==> config.mk <==
export PLATFORM = sky130hd
export DESIGN_NAME = rxcap_rx_capture
export DESIGN_NICKNAME = d
export VERILOG_FILES = /design/src/rtl/rxcap_pkg.sv /design/src/rtl/rxcap_store.sv /design/src/rtl/rxcap_status.sv /design/src/rtl/rxcap_rx_capture.sv
export SDC_FILE = /design/constraint.sdc
export NUM_CORES = 1
export LEC_CHECK = 0
export BUFFER_PORTS_ARGS = -buffer_cell sky130_fd_sc_hd__clkbuf_2
export CORE_UTILIZATION = 43
export CTS_BUF_LIST = sky130_fd_sc_hd__clkbuf_2 sky130_fd_sc_hd__clkbuf_4 sky130_fd_sc_hd__clkbuf_8
export DETAILED_ROUTE_END_ITERATION = 8
export PLACE_DENSITY_LB_ADDON = 0.1
export SLEW_MARGIN = 0
export SYNTH_ARGS = -nofsm -noshare
export SYNTH_HDL_FRONTEND = slang
export SYNTH_SLANG_ARGS = --single-unit
==> constraint.sdc <==
create_clock -name clk -period 3.85 [get_ports clk]
set_input_delay 0.385 -clock clk [delete_from_list [all_inputs] [get_ports clk]]
set_output_delay 0.385 -clock clk [all_outputs]
set_load 0.02 [all_outputs]
==> src/rtl/rxcap_pkg.sv <==
package rxcap_pkg;

    typedef struct packed {
        logic       ovr;
        logic       brk;
        logic       par;
        logic       frm;
        logic [7:0] data;
    } rx_entry_t;

    typedef struct packed {
        logic ovr;
        logic brk;
        logic par;
        logic frm;
    } rx_err_t;

    typedef enum logic {
        SEL_DATA = 1'b0,
        SEL_STAT = 1'b1
    } bus_sel_t;

    localparam int ENTRY_W = $bits(rx_entry_t);
    localparam int ERR_W   = $bits(rx_err_t);

    function automatic rx_entry_t make_entry(input logic [7:0] ch, input logic frm,
                                             input logic par, input logic brk);
        rx_entry_t e;
        e.ovr  = 1'b0;
        e.brk  = brk;
        e.par  = par;
        e.frm  = frm;
        e.data = ch;
        return e;
    endfunction

    function automatic rx_err_t err_of(input rx_entry_t e);
        rx_err_t r;
        r.ovr = e.ovr;
        r.brk = e.brk;
        r.par = e.par;
        r.frm = e.frm;
        return r;
    endfunction

endpackage

==> src/rtl/rxcap_store.sv <==
module rxcap_store
    import rxcap_pkg::*;
#(
    parameter int DEPTH = 16
) (
    input  logic      clk,
    input  logic      rst,
    input  logic      fifo_en,
    input  logic      in_valid,
    input  rx_entry_t in_entry,
    input  logic      pop_req,
    output rx_entry_t head,
    output logic      empty,
    output logic      full,
    output logic      pop_done,
    output logic      overrun
);
    localparam int AW = (DEPTH > 1) ? $clog2(DEPTH) : 1;
    localparam int CW = $clog2(DEPTH + 1) + 1;
    localparam logic [CW-1:0] CAP_FIFO = CW'(DEPTH);
    localparam logic [CW-1:0] CAP_CHAR = CW'(1);

    rx_entry_t       mem [DEPTH];
    logic [AW-1:0]   wptr, rptr, newest;
    logic [CW-1:0]   count, cap;
    logic            push_ok;

    function automatic logic [AW-1:0] ptr_inc(input logic [AW-1:0] p);
        return (p == AW'(DEPTH - 1)) ? '0 : p + AW'(1);
    endfunction

    assign cap      = fifo_en ? CAP_FIFO : CAP_CHAR;
    assign empty    = (count == '0);
    assign full     = (count >= cap);
    assign pop_done = pop_req && !empty;
    assign push_ok  = in_valid && ((count < cap) || (pop_done && count == cap));
    assign overrun  = in_valid && !push_ok;
    assign newest   = (wptr == '0) ? AW'(DEPTH - 1) : wptr - AW'(1);
    assign head     = mem[rptr];

    always_ff @(posedge clk) begin
        if (push_ok) begin
            mem[wptr] <= in_entry;
        end else if (overrun && !empty) begin
            mem[newest].ovr <= 1'b1;
        end
    end

    always_ff @(posedge clk) begin
        if (rst) begin
            wptr  <= '0;
            rptr  <= '0;
            count <= '0;
        end else begin
            if (push_ok)  wptr <= ptr_inc(wptr);
            if (pop_done) rptr <= ptr_inc(rptr);
            case ({push_ok, pop_done})
                2'b10:   count <= count + CW'(1);
                2'b01:   count <= count - CW'(1);
                default: count <= count;
            endcase
        end
    end

    p_no_overflow_r2: assert property (@(posedge clk) disable iff (rst)
        count <= CAP_FIFO);

    p_ovr_drops_r4: assert property (@(posedge clk) disable iff (rst)
        (overrun && !pop_done) |=> (count == $past(count)));

    p_full_both_r10: assert property (@(posedge clk) disable iff (rst)
        (in_valid && pop_done && count == cap) |=> (count == $past(count)));

endmodule

==> src/rtl/rxcap_status.sv <==
module rxcap_status
    import rxcap_pkg::*;
(
    input  logic    clk,
    input  logic    rst,
    input  logic    pop_done,
    input  rx_err_t pop_err,
    input  logic    overrun,
    input  logic    clr,
    output rx_err_t stat
);
    rx_err_t stat_nx;

    always_comb begin
        stat_nx = stat;
        if (clr) stat_nx = '0;
        if (pop_done) begin
            stat_nx.frm = pop_err.frm;
            stat_nx.par = pop_err.par;
            stat_nx.brk = pop_err.brk;
        end
        if (overrun) stat_nx.ovr = 1'b1;
    end

    always_ff @(posedge clk) begin
        if (rst) stat <= '0;
        else     stat <= stat_nx;
    end

    p_ovr_sets_r5: assert property (@(posedge clk) disable iff (rst)
        overrun |=> stat.ovr);

    p_feb_only_on_read_r6: assert property (@(posedge clk) disable iff (rst)
        (!pop_done && !clr) |=> $stable({stat.brk, stat.par, stat.frm}));

    p_clear_r7: assert property (@(posedge clk) disable iff (rst)
        (clr && !pop_done && !overrun) |=> (stat == '0));

    p_ovr_beats_clear_r11: assert property (@(posedge clk) disable iff (rst)
        (clr && overrun) |=> stat.ovr);

endmodule

==> src/rtl/rxcap_rx_capture.sv <==
module rxcap_rx_capture
    import rxcap_pkg::*;
#(
    parameter int DEPTH = 16
) (
    input  logic        clk,
    input  logic        rst,
    input  logic        fifo_en,
    input  logic        rx_valid,
    input  logic [7:0]  rx_char,
    input  logic        rx_frame_err,
    input  logic        rx_parity_err,
    input  logic        rx_break_err,
    input  logic        bus_rd,
    input  logic        bus_wr,
    input  logic        bus_sel,
    output logic [11:0] bus_rdata,
    output logic        rx_empty,
    output logic        rx_full
);
    rx_entry_t in_entry, head, last_q;
    rx_err_t   stat;
    logic      pop_req, pop_done, overrun, clr;
    logic [ENTRY_W-1:0] rdata_q;

    assign in_entry = make_entry(rx_char, rx_frame_err, rx_parity_err, rx_break_err);
    assign pop_req  = bus_rd && (bus_sel_t'(bus_sel) == SEL_DATA);
    assign clr      = bus_wr && (bus_sel_t'(bus_sel) == SEL_STAT);

    rxcap_store #(.DEPTH(DEPTH)) u_store (
        .clk      (clk),
        .rst      (rst),
        .fifo_en  (fifo_en),
        .in_valid (rx_valid),
        .in_entry (in_entry),
        .pop_req  (pop_req),
        .head     (head),
        .empty    (rx_empty),
        .full     (rx_full),
        .pop_done (pop_done),
        .overrun  (overrun)
    );

    rxcap_status u_status (
        .clk      (clk),
        .rst      (rst),
        .pop_done (pop_done),
        .pop_err  (err_of(head)),
        .overrun  (overrun),
        .clr      (clr),
        .stat     (stat)
    );

    always_ff @(posedge clk) begin
        if (rst) begin
            last_q  <= '0;
            rdata_q <= '0;
        end else begin
            if (pop_done) last_q <= head;
            if (bus_rd) begin
                if (bus_sel_t'(bus_sel) == SEL_STAT)
                    rdata_q <= {{(ENTRY_W - ERR_W){1'b0}}, stat};
                else if (pop_done)
                    rdata_q <= head;
                else
                    rdata_q <= last_q;
            end
        end
    end

    assign bus_rdata = rdata_q;

    p_flags_exclusive_r9: assert property (@(posedge clk) disable iff (rst)
        !(rx_empty && rx_full));

    p_empty_read_r8: assert property (@(posedge clk) disable iff (rst)
        (bus_rd && !bus_sel && rx_empty && !rx_valid) |=>
            (bus_rdata == $past(last_q)) && rx_empty);

endmodule

==> metrics, run 1 <==
post-route ant nets=0; Power Dens Cells=615.9 nW/µm²; gr busiest metal=met2; setup slack, reg-to-reg=0.26 ns; share of layout cells above drive strength 1=0.3037; Yosys top cell by area=edfxtp_1; final period utilization=0.9314; worst r2r dst=u_store.count[5]; Slew @ Worst Pin=1.023 ns; worst r2r src=u_store.count[0]; Rows=54; Pint=4909 µW; RSZ-0062 raised after global routing=false; gpl congestion=0.8389; vias=5544; Max Clock Skew=0.02762 ns; Max-slew headroom=0.3150; Final setup viols=0; Hold Startpoint=bus_wr; input/output buffers=31; ys async rst share=0; via-per-instance ratio=5.669; crit path kind=flop to flop; CTS root buf=clkbuf_8; Yosys top cell area share=0.5905; pin count of the biggest net entering global routing=49; Skew-Pair Late Insertion Delay=0.54 ns; synth warn=0; Longest Clk Path Bufs=3; f_max=0.2789 GHz; Total Nets Final=696; Post-synth top cells=192 x edfxtp_1, 60 x mux4_2, 48 x nand2_1, 48 x nor2_1, 46 x dfxtp_1; FF+latch count, synth=238; Initial Util=0.4433; CORE AREA=22030 µm²; die extent in x=152.7 µm; first-pass GRT wire length=33270 µm; clk slew on worst S/H paths=0.06 ns; Layout area overhead=14.88%; Post-Syn Nets=624; full die area=23310 µm²; Diodes inserted=0; Main synth FF type=edfxtp_1; H-Tree Depth=2; CTS Buf Count=41; WHS Endpoint=u_status.stat[3]; grt met3 use=0.03470; Final Util=0.5092; I/O pin total=32; DRC viols=0; most numerous cell in the Yosys netlist=edfxtp_1; Comb power frac=0.217; Sw Share=0.2893; part of the power in registers=0.457; setup TNS=0 ns; final hold vios=0; dpl hpwl=13100 µm; max-slew violation count=0; Cells after Synth=594; hold depth=4; critical path arrival=4.00 ns; vias in the first global route=5692; synth top area cells=edfxtp_1 59%, mux4_2 14%, dfxtp_1 9.4%; Post-synth EDFFs=192; Worst EP required=4.26 ns; Remaining Overflow, GRT=0; sequential share of the synthesized area=0.6849; P_sw=1999 µW; Post-Route WL=21680 µm; Routed wire per std cell=22.17 µm; Post-Syn Area=9763 µm²; met2 Resource Use GR=0.3298; Detailed Route Iter0 Violations=424; drt pass-1 iters=7; clock network power share=0.326; CTS tree=yes; All-Layer GR Usage=0.1925; critical path fanouts, max=7; met1 Use GR=0.2472; status=finished, final reports clean; critical path startpoint category=flop; Worst VDD drop=0.2844 mV; initial antenna violation count=0; Syn Area/Cell=16.44 µm²; Max-Cap Viols=0; worst reg2reg path depth=13; Die Y=152.7 µm; post-synthesis cell type count=58; Sink Count=238; Min-Delay Path Class=input port to flop; fin crit period=3.586 ns; CP endpoint kind=flop; Pleak=0.003677 µW
==> kinds of logic (layout without fill, tap and decap cells) <==
group	Yosys count	in the layout	synth area share
AOI/OAI and AO/OA	80	80	0.05613
xor gates and xnor gates	4	4	0.003589
adders and majority gates	12	12	0.01615
buffers and inverters	43	147	0.01986
DFF	238	238	0.6849
muxes	68	68	0.1467
and+or+nand+nor	149	149	0.07267
==> worst max-delay path, cell delays in order (launching register included) <==
cell and delay (ns):
dfxtp_1 0.35, inv_1 0.13, ha_2 0.22, or4b_1 0.47
a211oi_2 0.28, o21a_1 0.19, inv_1 0.07, ha_2 0.22
ha_1 0.28, a21o_1 0.17, a21o_1 0.21, a2111o_1 0.41
o211ai_1 0.11, mux2_2 0.35
==> per-layer routing <==
metal,vias to the layer above,part of all wire
met1,2844,0.43
met3,43,0.046
li1,2490,-
met5,-,0
met2,167,0.51
met4,0,0.021
==> worst max path at each step <==
stage | start | end | slack [ns] | cells past startpoint
floorplan | fifo_en | u_store.count[5] | 0.41 | 13
global placement | fifo_en | u_store.count[5] | 0.22 | 14
detailed placement | fifo_en | u_store.count[5] | 0.06 | 14
CTS | u_store.count[0] | u_store.count[5] | 0.11 | 13
global route | u_store.count[0] | u_store.count[5] | 0.06 | 13
finish | u_store.count[0] | u_store.count[5] | 0.26 | 13
==> flip-flops by register name, indices dropped and copies added, names as in the netlist, named ones only <==
signal and cells:
u_store.wptr 4, u_store.rptr 4, last_q 12, bus_rdata 12, u_store.mem 192, u_store.count 6
u_status.stat 4
==> area by class of cell <==
cell class                 instances  area (µm²)
multi-input combinational        313        2922
clock inverter                    14       66.31
fill                            1868       10810
clock buffer                      61       752.0
sequential                       238        6691
tap                              280       350.3
timing repair buffer              57       375.4
inverter                          15       58.81
==> power groups by stage <==
stage	logic [µW]	registers, µW	clock network, µW
5_1_grt	1650	3180	2410
3_5_place_dp	1510	3210	0
4_1_cts	1510	3160	2300
3_3_place_gp	1470	3200	0
6_report	1500	3160	2250
2_1_floorplan	1080	3180	0
==> metrics by stage <==
stage	instance area, µm²	total power [µW]	cells	setup WS (ns)	hold WS [ns]
after floorplan	9763	4257	594	0.4110	0.4323
after global placement	10390	4672	903	0.2205	0.4373
after detailed placement	10390	4715	903	0.05669	0.4472
after CTS	11210	6970	978	0.1069	0.1640
after global routing	11220	7241	978	0.05832	0.2030
final	11220	6908	978	0.2642	0.1843
==> cells in the final DEF, fill, tap and decap left out, types with 3 or more instances in the layout <==
cell type | Yosys | layout
edfxtp_1 | 192 | 192
mux4_2 | 60 | 60
nor2_1 | 48 | 48
nand2_1 | 48 | 48
clkbuf_8 | 0 | 47
dfxtp_1 | 46 | 44
clkbuf_2 | 0 | 31
a21oi_1 | 25 | 25
buf_4 | 1 | 24
o21ai_0 | 14 | 14
clkbuf_4 | 0 | 14
inv_1 | 13 | 13
nor3_1 | 17 | 13
and2_1 | 10 | 10
ha_1 | 11 | 9
clkinv_1 | 0 | 8
a31oi_1 | 7 | 7
mux2i_1 | 7 | 7
nor2b_1 | 6 | 6
a32oi_1 | 5 | 5
o41ai_1 | 5 | 5
nor3_2 | 0 | 4
clkinv_2 | 0 | 4
nand2b_1 | 3 | 3
xor2_1 | 3 | 3
a21o_1 | 3 | 3
==> timing repair <==
item | in CTS | in global routing
setup buffers | 0 | 0
hold buffers | 0 | 0
setup endpoints to repair | 0 | 1
resized for setup | 0 | 3
Note: power is estimated with default switching activity, not from simulation.
==> run 2: changes to the inputs <==
Settings changed: CORE_ASPECT_RATIO set to 0.8.
==> run 2 against run 1 <==
Compared with the run above: clock skew fell by 0.013 ns; combinational power barely moved; maximum frequency is 0.29% lower; critical path depth did not move; largest cell class unchanged; first-iteration DRC count is 0.24% lower; cell count rose by 1.3%; register-to-register slack hardly changed; clock power shrank 8%; die area is essentially flat.
==> metrics, run 2 (same netlist as run 1, synthesis figures left out) <==
Detailed Route Iter0 Violations=423 (-0.24%); Skew-Pair Late Insertion Delay=0.54 ns (about the same); post-CTS setup buffers=0 (unchanged); number of flip-flops in the largest register=192 (unchanged); post-route ant nets=0 (unchanged); All-Layer GR Usage=0.2012 (+0.008716); Max-slew headroom=0.3337 (+0.01873); setup slack, reg-to-reg=0.25 ns (about the same); critical path fanouts, max=7 (unchanged); share of layout cells above drive strength 1=0.2928 (-0.01097); Worst EP required=4.27 ns (about the same); commonest non-fill, non-tap cell in the layout=edfxtp_1; critical path arrival=4.02 ns (+0.02 ns); CP endpoint kind=flop; I/O pin total=32 (unchanged); Final setup viols=0 (unchanged); Min-Delay Path Class=input port to flop; crit path kind=flop to flop; CTS Buf Count=38 (-7.3%); setup TNS=0 ns (unchanged); Layout area overhead=13.76%; full die area=23320 µm² (about the same); area of the multi-input gates=2917 µm² (-0.17%); CTS root buf=clkbuf_8; Longest Clk Path Bufs=3 (unchanged); fin crit period=3.596 ns (+0.01060 ns); design area=11110 µm² (-0.97%); FF/Latch Area=6691 µm² (unchanged); via-per-instance ratio=5.560 (-1.9%); CORE AREA=21920 µm² (-0.48%); first-pass GRT wire length=33600 µm (+1.0%); final hold vios=0 (unchanged); CTS tree=yes; status=finished, final reports clean; dpl hpwl=13920 µm (+6.2%); Initial Util=0.4454 (+0.002125); vias=5510 (-0.61%); Slew @ Worst Pin=0.9948 ns (-0.02796 ns); fillers=1854 (-0.75%); max-slew violation count=0 (unchanged); Total Nets Final=693 (-0.43%); Worst VDD drop=0.2666 mV (-6.3%); drt pass-1 iters=5 (-2); pin count of the biggest net entering global routing=34 (-31%); Largest Register=u_store.mem; Power Dens Cells=607.6 nW/µm² (-1.4%); dpl cell area=10390 µm² (unchanged); Setup Slack @ Placement=0.1567 ns (+0.1000 ns); final worst slack=0.2536 ns (-0.01060 ns); Sink Count=238 (unchanged); DRC viols=0 (unchanged); Die Y=136.8 µm (-10%); Post-Route WL=22130 µm (+2.0%); initial antenna violation count=0 (unchanged); vias in the first global route=5597 (-1.7%); final period utilization=0.9341 (+0.002753); Rows=48 (-11%); die extent in x=170.5 µm (+12%); clk slew on worst S/H paths=0.06 ns (about the same); critical path startpoint category=flop; H-Tree Depth=2 (unchanged); Pleak=0.003618 µW (-1.6%); input/output buffers=31 (unchanged); Routed wire per std cell=22.33 µm (+0.70%); total power=6748 µW (-2.3%); Max Clock Skew=0.01457 ns (-0.01304 ns); leading cell types in the layout, fill and taps excluded=192 x edfxtp_1, 60 x mux4_2, 48 x nor2_1, 48 x nand2_1, 44 x dfxtp_1; Remaining Overflow, GRT=0 (unchanged); Max-Cap Viols=0 (unchanged); f_max=0.2781 GHz (-0.29%); gpl congestion=0.7970 (-5.0%); RSZ-0062 raised after global routing=false
run 2: per-layer routing:
metal | track usage | share of wire | vias to the layer above
met2 | 0.3108 | 0.46 | 147
li1 | - | - | 2482
met4 | 0.06657 | 0.021 | 0
met3 | 0.03181 | 0.042 | 42
met1 | 0.2925 | 0.48 | 2839
met5 | 0 | 0 | -
run 2: per-stage QoR:
step	cells	hold WS, ns	util
after floorplan	594	0.4323	-
after CTS	990	0.1349	0.5063
after global routing	990	0.1657	0.5066
after global placement	923	0.4433	0.4739
after detailed placement	923	0.4482	0.4739
final	991	0.1653	0.5067
run 2: worst paths after layout:
path | from | endpoint | cells after the start
worst min-delay path | bus_wr | u_status.stat[3] | 4
worst min register to register | u_status.stat[3] | u_status.stat[3] | 2
worst max register to register | u_store.count[0] | u_store.count[5] | 13
worst max-delay path | u_store.count[0] | u_store.count[5] | 13
run 2: repair_timing:
item                       CTS  global route
hold buffers                 0             0
gates resized for setup      0             1
setup endpoints to repair    0             1
run 2: cell type report:
| cell class | count | area share |
|---|---|---|
| timing repair buffer | 57 | 0.03154 |
| clock buffer | 56 | 0.05982 |
| antenna | 1 | 0.0002253 |
| sequential | 238 | 0.6025 |
| multi-input combinational | 313 | 0.2626 |
| clock inverter | 11 | 0.004281 |
| inverter | 15 | 0.005295 |
| tap | 300 | 0.03380 |
run 2: power breakdown:
group / switching, µW / total, µW / internal (µW)
clock: 959 / 2060 / 1100
sequential: 145 / 3210 / 3060
combinational: 896 / 1480 / 586
run 2: critical path: stages, from the launching register on:
cell and delay, ns:
dfxtp_1 0.34, inv_1 0.11, ha_1 0.22, or4b_1 0.47, a211oi_2 0.26, o21a_1 0.18
inv_1 0.06, ha_1 0.27, ha_1 0.30, a21o_1 0.18, a21o_1 0.21, a2111o_1 0.42
o211ai_1 0.11, mux2_2 0.35
==> run 3: changes to the inputs <==
--- a/config.mk
+++ b/config.mk
@@ -8,4 +8,5 @@
 export BUFFER_PORTS_ARGS = -buffer_cell sky130_fd_sc_hd__clkbuf_2
 export CORE_ASPECT_RATIO = 0.8
+export CORE_MARGIN = 3
 export CORE_UTILIZATION = 43
 export CTS_BUF_LIST = sky130_fd_sc_hd__clkbuf_2 sky130_fd_sc_hd__clkbuf_4 sky130_fd_sc_hd__clkbuf_8
==> constraint.sdc (replaced) <==
create_clock -name clk -period 3.85 [get_ports clk]
set_input_delay 0.1925 -clock clk [delete_from_list [all_inputs] [get_ports clk]]
set_output_delay 0.1925 -clock clk [all_outputs]
set_load 0.02 [all_outputs]
==> run 3 against run 2 <==
Compared with the run above: sequential share of layout area down 0.40 points; clock power up 5%; utilization up 0.34 points; sequential cell count unchanged; non-clock buffer count up 1; hold slack worse by 0.10 ns; register-to-register slack worse by 0.05 ns; first-iteration DRC count up 23%; largest cell class unchanged.
==> metrics, run 3 (same netlist as run 1, synthesis figures left out) <==
status=finished, final reports clean; vias in the first global route=5571 (-0.46%); final period utilization=0.9462 (+0.01205); post-route ant nets=0 (unchanged); Sink Count=238 (unchanged); Detailed Route Iter0 Violations=522 (+23%); Rows=48 (unchanged); Min-Delay Path Class=input port to flop; setup TNS=0 ns (unchanged); vias=5612 (+1.9%); leading cell types in the layout, fill and taps excluded=192 x edfxtp_1, 60 x mux4_2, 48 x nor2_1, 48 x nand2_1, 44 x dfxtp_1; hold depth=3 (-1); WHS Endpoint=bus_rdata[1]; Remaining Overflow, GRT=0 (unchanged); Worst EP required=4.27 ns (about the same); critical path arrival=4.06 ns (+0.04 ns); Total Nets Final=695 (+0.29%); first-pass GRT wire length=33840 µm (+0.72%); max-slew violation count=0 (unchanged); critical path startpoint category=flop; Initial Util=0.4454 (unchanged); initial antenna violation count=0 (unchanged); Largest Register=u_store.mem; post-CTS setup buffers=0 (unchanged); Routed wire per std cell=22.57 µm (+1.1%); Final setup viols=0 (unchanged); Slew @ Worst Pin=1.008 ns (+0.01285 ns); via-per-instance ratio=5.657 (+1.7%); CTS tree=yes; number of flip-flops in the largest register=192 (unchanged); worst reg2reg path depth=13 (unchanged); dpl hpwl=14010 µm (+0.69%); Longest Clk Path Bufs=3 (unchanged); DRC viols=0 (unchanged); design area=11180 µm² (+0.68%); Die Y=140.8 µm (+2.9%); H-Tree Depth=2 (unchanged); non-filler cells, final=992 (+0.10%); Max-slew headroom=0.3273 (-0.006393); dpl cell area=10400 µm² (+0.12%); All-Layer GR Usage=0.1846 (-0.01666); fillers=1840 (-0.76%); f_max=0.2745 GHz (-1.3%); CP startpoint=u_store.count[0]; worst r2r src=u_store.count[0]; input/output buffers=31 (unchanged); drt pass-1 iters=5 (unchanged); share of layout cells above drive strength 1=0.3006 (+0.007824); pin count of the biggest net entering global routing=34 (unchanged); Hold Startpoint=bus_rd; Post-Route WL=22390 µm (+1.2%); Max-Cap Viols=0 (unchanged); CORE AREA=21920 µm² (unchanged); CTS Buf Count=39 (+2.6%); critical path fanouts, max=7 (unchanged); setup slack, reg-to-reg=0.21 ns (-0.05 ns); RSZ-0062 raised after global routing=false; CP endpoint kind=flop; fin crit period=3.643 ns (+0.04639 ns); CTS root buf=clkbuf_8; I/O pin total=32 (unchanged); final hold vios=0 (unchanged); Power Dens Cells=613.0 nW/µm² (+0.90%); gpl congestion=0.8155 (+2.3%); WHS=0.06407 ns (-0.1013 ns); clk slew on worst S/H paths=0.07 ns (about the same); crit path kind=flop to flop; dpl cells=923 (unchanged); die extent in x=174.5 µm (+2.3%); commonest non-fill, non-tap cell in the layout=edfxtp_1; Worst VDD drop=0.2993 mV (+12%); Max Clock Skew=0.02192 ns (+0.007346 ns); full die area=24560 µm² (+5.3%); worst r2r dst=u_store.count[5]; Pleak=0.003653 µW (+0.97%); Skew-Pair Late Insertion Delay=0.53 ns (about the same); Layout area overhead=14.53%; Diodes inserted=0 (-1)
run 3: cell count changes in the layout (fill, tap and decap cells not counted):
cell           delta
bufinv_16         +1
diode_2           -1
buf_4             -1
inv_6             +1
clkbuf_8          +1
clkbuf_4          +2
ha_2              +1
clkinv_1          -4
ha_1              -1
buf_12            +1
dlygate4sd3_1     +1
run 3: worst max path at each step:
stage,slack [ns],endpoint
after floorplan,0.44,u_store.count[5]
after global placement,0.22,u_store.count[5]
after detailed placement,0.13,u_store.count[5]
after CTS,0.09,u_store.count[5]
after global routing,0.05,u_store.count[5]
final,0.21,u_store.count[5]
run 3: repair_timing:
action	4_1_cts	5_1_grt
hold buffers	1	0
gates resized for setup	0	2
endpoints found under the hold margin	1	0
setup endpoints to repair	0	2
run 3: stage by stage:
step / util / power [µW] / setup WS, ns
after global placement: 0.4744 / 4706 / 0.2194
after CTS: 0.5098 / 6924 / 0.08726
after detailed placement: 0.4744 / 4748 / 0.1251
final: 0.5101 / 6855 / 0.2072
after global routing: 0.5101 / 7206 / 0.04712
after floorplan: - / 4257 / 0.4366
run 3: area by class of cell:
cell class	instances	area (µm²)	area share
inverter	15	58.81	0.005259
clock buffer	59	693.2	0.06199
clock inverter	9	71.32	0.006378
multi-input combinational	313	2919	0.2610
sequential	238	6691	0.5984
tap	300	375.4	0.03357
timing repair buffer	58	372.9	0.03334
run 3: where the power goes:
group	switching [µW]	leakage [µW]	internal (µW)
Clock	952	0.000408	1210
Sequential	142	0.00211	3060
Combinational	894	0.00113	590
Total	1990	0.00365	4870
run 3: metal layers:
layer | track usage | share of wire | up-vias
met1 | 0.2704 | 0.45 | 2905
li1 | - | - | 2488
met3 | 0.03473 | 0.061 | 29
met2 | 0.2860 | 0.47 | 190
met4 | 0.05203 | 0.016 | 0
met5 | 0 | 0 | -
run 3: worst max-delay path, cell delays in order (launching register included):
cell,delay (ns)
dfxtp_1,0.35
inv_1,0.12
ha_1,0.22
or4b_1,0.46
a211oi_2,0.27
o21a_1,0.19
inv_1,0.13
ha_2,0.26
ha_1,0.28
a21o_1,0.17
a21o_1,0.21
a2111o_1,0.42
o211ai_1,0.11
mux2_2,0.35
